### src/rtl/pattern_lookup_pkg.sv
package pattern_lookup_pkg;

    localparam int BANK_W = 1;
    localparam int PAGE_W = 4;
    localparam int LOW_W  = 6;
    localparam int PC_W   = BANK_W + PAGE_W + LOW_W;
    localparam int NIB_W  = 4;
    localparam int OPND_W = 3;
    localparam int WORD_W = 2 + 2 * NIB_W;
    localparam int BSEL_W = LOW_W - NIB_W;

    typedef struct packed {
        logic [BANK_W-1:0] bank;
        logic [PAGE_W-1:0] page;
        logic [LOW_W-1:0]  low;
    } rom_addr_t;

    typedef struct packed {
        logic             to_io;
        logic             to_acc;
        logic [NIB_W-1:0] hi;
        logic [NIB_W-1:0] lo;
    } rom_word_t;

    typedef enum logic [1:0] {
        ST_IDLE  = 2'd0,
        ST_FETCH = 2'd1,
        ST_LOAD  = 2'd2
    } seq_state_t;

    function automatic rom_addr_t form_lookup_addr(
        input rom_addr_t         cur_pc,
        input logic [NIB_W-1:0]  a_val,
        input logic [NIB_W-1:0]  b_val,
        input logic              cy,
        input logic [OPND_W-1:0] p
    );
        rom_addr_t r;
        r.low  = {a_val, b_val[BSEL_W-1:0]};
        r.page = cur_pc.page | {b_val[NIB_W-1:BSEL_W], cy, p[1] | p[0]};
        r.bank = cur_pc.bank | p[OPND_W-1];
        return r;
    endfunction

endpackage

### src/rtl/plk_addr_former.sv
module plk_addr_former
    import pattern_lookup_pkg::*;
(
    input  logic              clk,
    input  logic              rst,
    input  logic              capture,
    input  rom_addr_t         cur_pc,
    input  logic [NIB_W-1:0]  a_val,
    input  logic [NIB_W-1:0]  b_val,
    input  logic              cy,
    input  logic [OPND_W-1:0] p,
    output rom_addr_t         addr_q
);

    always_ff @(posedge clk) begin
        if (rst) begin
            addr_q <= '0;
        end else if (capture) begin
            addr_q <= form_lookup_addr(cur_pc, a_val, b_val, cy, p);
        end
    end

    // Bank of the captured address follows the PC bank and operand MSB
    p_bank_or_r3: assert property (@(posedge clk) disable iff (rst)
        capture |=> addr_q.bank == ($past(cur_pc.bank) | $past(p[OPND_W-1])));

endmodule

### src/rtl/plk_sequencer.sv
module plk_sequencer
    import pattern_lookup_pkg::*;
(
    input  logic clk,
    input  logic rst,
    input  logic start,
    output logic accept,
    output logic fetch,
    output logic load,
    output logic busy
);

    seq_state_t state_q, state_d;

    assign accept = start && (state_q == ST_IDLE);
    assign fetch  = (state_q == ST_FETCH);
    assign load   = (state_q == ST_LOAD);
    assign busy   = fetch || load;

    always_comb begin
        state_d = state_q;
        case (state_q)
            ST_IDLE:  if (start) state_d = ST_FETCH;
            ST_FETCH: state_d = ST_LOAD;
            ST_LOAD:  state_d = ST_IDLE;
            default:  state_d = ST_IDLE;
        endcase
    end

    always_ff @(posedge clk) begin
        if (rst) state_q <= ST_IDLE;
        else     state_q <= state_d;
    end

    p_accept_fetch_r4: assert property (@(posedge clk) disable iff (rst)
        accept |=> fetch);

    p_fetch_then_load_r8: assert property (@(posedge clk) disable iff (rst)
        fetch |=> load);

    p_no_restart_r9: assert property (@(posedge clk) disable iff (rst)
        load |=> !busy);

endmodule

### src/rtl/plk_dest_decode.sv
module plk_dest_decode
    import pattern_lookup_pkg::*;
(
    input  logic             load,
    input  rom_word_t        word,
    output logic             acc_we,
    output logic [NIB_W-1:0] acc_wd,
    output logic             b_we,
    output logic [NIB_W-1:0] b_wd,
    output logic             r2_we,
    output logic [NIB_W-1:0] r2_wd,
    output logic             r3_we,
    output logic [NIB_W-1:0] r3_wd
);

    logic core_go, io_go;

    always_comb begin
        core_go = load && word.to_acc;
        io_go   = load && word.to_io;
        acc_we  = core_go;
        b_we    = core_go;
        r2_we   = io_go;
        r3_we   = io_go;
        acc_wd  = core_go ? word.hi : '0;
        b_wd    = core_go ? word.lo : '0;
        r2_wd   = io_go   ? word.hi : '0;
        r3_wd   = io_go   ? word.lo : '0;
    end

    always_comb begin
        if (!load) begin
            p_quiet_outside_load_r7: assert (!acc_we && !b_we && !r2_we && !r3_we);
        end
    end

endmodule

### src/rtl/pattern_lookup.sv
module pattern_lookup
    import pattern_lookup_pkg::*;
(
    input  logic              clk,
    input  logic              rst,
    input  logic              start,
    input  logic [OPND_W-1:0] operand,
    input  logic [PC_W-1:0]   pc,
    input  logic [NIB_W-1:0]  acc,
    input  logic [NIB_W-1:0]  breg,
    input  logic              carry,
    output logic [PC_W-1:0]   rom_addr,
    output logic              rom_en,
    input  logic [WORD_W-1:0] rom_rdata,
    output logic              acc_we,
    output logic [NIB_W-1:0]  acc_wd,
    output logic              b_we,
    output logic [NIB_W-1:0]  b_wd,
    output logic              r2_we,
    output logic [NIB_W-1:0]  r2_wd,
    output logic              r3_we,
    output logic [NIB_W-1:0]  r3_wd,
    output logic              busy,
    output logic              done
);

    logic      accept, fetch, load;
    rom_addr_t addr_q;
    rom_word_t word;

    assign word = rom_word_t'(rom_rdata);

    plk_sequencer u_seq (
        .clk    (clk),
        .rst    (rst),
        .start  (start),
        .accept (accept),
        .fetch  (fetch),
        .load   (load),
        .busy   (busy)
    );

    plk_addr_former u_addr (
        .clk     (clk),
        .rst     (rst),
        .capture (accept),
        .cur_pc  (rom_addr_t'(pc)),
        .a_val   (acc),
        .b_val   (breg),
        .cy      (carry),
        .p       (operand),
        .addr_q  (addr_q)
    );

    plk_dest_decode u_dec (
        .load   (load),
        .word   (word),
        .acc_we (acc_we),
        .acc_wd (acc_wd),
        .b_we   (b_we),
        .b_wd   (b_wd),
        .r2_we  (r2_we),
        .r2_wd  (r2_wd),
        .r3_we  (r3_we),
        .r3_wd  (r3_wd)
    );

    assign rom_en   = fetch;
    assign rom_addr = fetch ? PC_W'(addr_q) : '0;
    assign done     = load;

    p_done_single_r8: assert property (@(posedge clk) disable iff (rst)
        done |=> !done);

    p_read_then_done_r8: assert property (@(posedge clk) disable iff (rst)
        rom_en |=> done);

    p_we_needs_done_r5: assert property (@(posedge clk) disable iff (rst)
        (acc_we || r2_we) |-> done);

    p_low_field_r1: assert property (@(posedge clk) disable iff (rst)
        (start && !busy) |=> rom_addr[LOW_W-1:0] == {$past(acc), $past(breg[BSEL_W-1:0])});

endmodule

### config.mk
export PLATFORM = sky130hd
export DESIGN_NAME = pattern_lookup
export DESIGN_NICKNAME = d
export VERILOG_FILES = /design/src/rtl/pattern_lookup_pkg.sv /design/src/rtl/plk_addr_former.sv /design/src/rtl/plk_sequencer.sv /design/src/rtl/plk_dest_decode.sv /design/src/rtl/pattern_lookup.sv
export SDC_FILE = /design/constraint.sdc
export NUM_CORES = 1
export LEC_CHECK = 0
export BUFFER_PORTS_ARGS = -buffer_cell sky130_fd_sc_hd__buf_2
export CORE_UTILIZATION = 37
export DETAILED_ROUTE_END_ITERATION = 10
export GPL_TIMING_DRIVEN = 0
export PLACE_DENSITY = 0.79
export REMOVE_ABC_BUFFERS = 1
export SLEW_MARGIN = 20
export SYNTH_ARGS = -nofsm -noshare
export SYNTH_HDL_FRONTEND = slang
export SYNTH_HIERARCHICAL = 1
export SYNTH_SLANG_ARGS = --single-unit
### constraint.sdc
create_clock -name clk -period 1.46 [get_ports clk]
set_input_delay 0.146 -clock clk [delete_from_list [all_inputs] [get_ports clk]]
set_output_delay 0.146 -clock clk [all_outputs]
set_load 0.01 [all_outputs]
==> reports/results.ini <==
[status]
outcome=finished, final reports clean

[sta]
tightest_slew_ps=245
finalCritPeriodShare_pct=98.8
final-setup-viol-count=0
layout_min_cycle_time_ps=1440
finalMaxSlewViolations=0
relSlewSlack_pct=83.6
max_freq_ghz=0.693
fin_tns_setup_ps=0
fin_skew_ps=4.54
hold_violations=0

[die]
ioPinCount=70
floorplan.die_area_sq_mm=0.00238
die-width_um=48.7
core_sq_mm=0.00200
rows=16
die_y_um=48.7
initial_utilization_pct=40.4

[cells_and_area]
stdcell_count=183
multi_input_area_sq_um=514
ff_latch_area_sq_um=265
area_growth_syn_to_layout_pct=53.3
fin_util_pct=61.9
fillers=179
num_antenna_cells=0
drive_above_1_share_pct=58.3
final_nets=197

[routing]
highest_layer=met4
ant_nets=0
wl_met1_um=856
finalWirelength_um=2210
vias_per_cell=4.83
via_count=884
drt_pre_antenna_iters=4
drt_iter0_drc=11
dr_wl_met2_um=1140
drc=0
route.met3.wl_um=203
routedWlPerCell_um=12.1

[synth]
async_flop_share_pct=0
yosys-top-cells-area=dfxtp_1 32%, and2_1 9.3%, mux2i_1 7.4%
netlist_instances=90
yosys_warnings=6
netlist-cell-type-count=19
synth-edff-count=0
netlist.area_leader.share_pct=32.2
post-synth-top-count-cell=nor2_1
synthTopCellsByCount=15 x nor2_1, 13 x dfxtp_1, 12 x and2_1
synth_top_flop_cell=dfxtp_1
synth_area_sq_um=808
synth_area_leader_cell=dfxtp_1
ys_seq_area_share_pct=32.2
ys_seq_elements=13
avgSynthCellArea_sq_um=8.98

[cts]
path_clk_slew_ps=80
clock_latency_ps=260
tritoncts=done
root_buffer=clkbuf_4
cts.htree.levels=1
cts_sinks=13
hold_buffers=0
clockBufferDepth=2
cts_buffers=3

[global_routing]
grt_pass1_vias=786
grt_pass1_wl_um=3330
grt.overflow.total=0
grt_max_degree=20
antenna_found_initial=0
grt.total_usage_pct=17.9

[worst_setup_path]
cp.arrival_ps=1300
worstPathMaxFanout=7
r2r_cells=5
end_kind=primary output
worstPathRequired_ps=1310
rrSetupSlack_ps=150
startpoint_type=register
path_class=reg -> out

[flow_run]
drv_cap=0

[pwr]
cellLeakagePower_nw=0.702
irDropWorstVdd_mv=0.642
p_per_area_mw_per_mm2=934
p_total_mw=1.16

[min_path]
min_path_cells=3
min_path_type=in -> reg

[place]
globalplace.congestion=0.631
dp_hpwl_um=1530
portBuffers=63
dpl.cell_count=173

-- area by class of cell --
| class | count | share of cell area, % |
|---|---|---|
| Multi-Input combinational cell | 69 | 41.5 |
| Timing Repair Buffer | 68 | 31.6 |
| Sequential cell | 13 | 21.4 |
| Tap cell | 27 | 2.73 |
| Clock buffer | 4 | 2.12 |
| Inverter | 2 | 0.606 |
-- state kept, by name, summed over array words and instances, names as in the netlist --
register,flops
u_seq/state_q,2
u_addr/addr_q,11
-- metal layers --
layer | global-route usage, % | vias to the layer above
met4 | 8.82 | 0
met3 | 4.72 | 2
met1 | 18.0 | 391
met2 | 33.6 | 53
li1 | - | 438
met5 | 0 | -
-- per-stage QoR --
step	hold WS (ps)	worst slack, ps	instance area (sq um)
detailed placement	400	-241	1080
global route	125	-39.3	1240
floorplan	218	28.8	736
global placement	381	-145	1080
finish	115	17.4	1240
CTS	110	-0.767	1140
-- timing repair --
action | in CTS | in global routing
gates cloned | 0 | 1
setup buffers | 0 | 5
resized for setup | 7 | 17
setup endpoints to repair | 44 | 42
pin swaps | 0 | 2
-- where the power goes --
| group | internal, mW | switching, mW | leakage [nW] |
|---|---|---|---|
| sequential | 0.411 | 0.0294 | 0.108 |
| clock | 0.106 | 0.106 | 0.0150 |
| combinational | 0.256 | 0.249 | 0.579 |
| total | 0.773 | 0.385 | 0.702 |
-- cells in the final DEF, fill, tap and decap left out --
master / Yosys / final
buf_2: 0 / 58
nor2_1: 15 / 15
and2_1: 12 / 11
dfxtp_1: 13 / 11
and3_1: 8 / 8
buf_6: 3 / 7
mux2i_1: 6 / 6
and3_2: 8 / 6
a211oi_1: 5 / 5
clkbuf_4: 0 / 3
buf_4: 2 / 3
and2_2: 2 / 2
and2_4: 0 / 2
and3_4: 0 / 2
inv_2: 0 / 2
nand2b_1: 2 / 2
nand4bb_1: 2 / 2
o21ai_1: 2 / 2
ha_4: 0 / 2
clkbuf_1: 1 / 1
nor3_1: 1 / 1
nor2b_4: 1 / 1
ha_2: 0 / 1
ha_1: 4 / 1
dfxtp_4: 0 / 1
dfxtp_2: 0 / 1
-- kinds of logic (layout without fill, tap and decap cells) --
group / count (synthesis) / count (layout) / share of synthesized area [%]
flops: 13 / 13 / 32.2
fa+ha+maj: 4 / 4 / 6.19
mux: 6 / 6 / 7.43
buf+inv: 9 / 74 / 9.91
compound gates: 7 / 7 / 5.88
simple gates: 51 / 52 / 38.4
-- path summary, 6_finish.rpt --
check | from | to
worst min-delay path | acc[0] | u_addr/addr_q[2]$_SDFFE_PP0P_
worst max-delay path | u_seq/state_q[0]$_SDFFE_PP0P_ | r3_wd[1]
worst max register to register | u_seq/state_q[1]$_SDFFE_PP0P_ | u_addr/addr_q[4]$_SDFFE_PP0P_
worst min register to register | u_addr/addr_q[8]$_SDFFE_PP0P_ | u_addr/addr_q[8]$_SDFFE_PP0P_
-- worst max-delay path: stages (launching register included) --
cell and delay, ps:
dfxtp_4 350, inv_2 60, ha_4 170, buf_6 130, and3_2 190, buf_2 140
(Power assumes the default switching activity.)
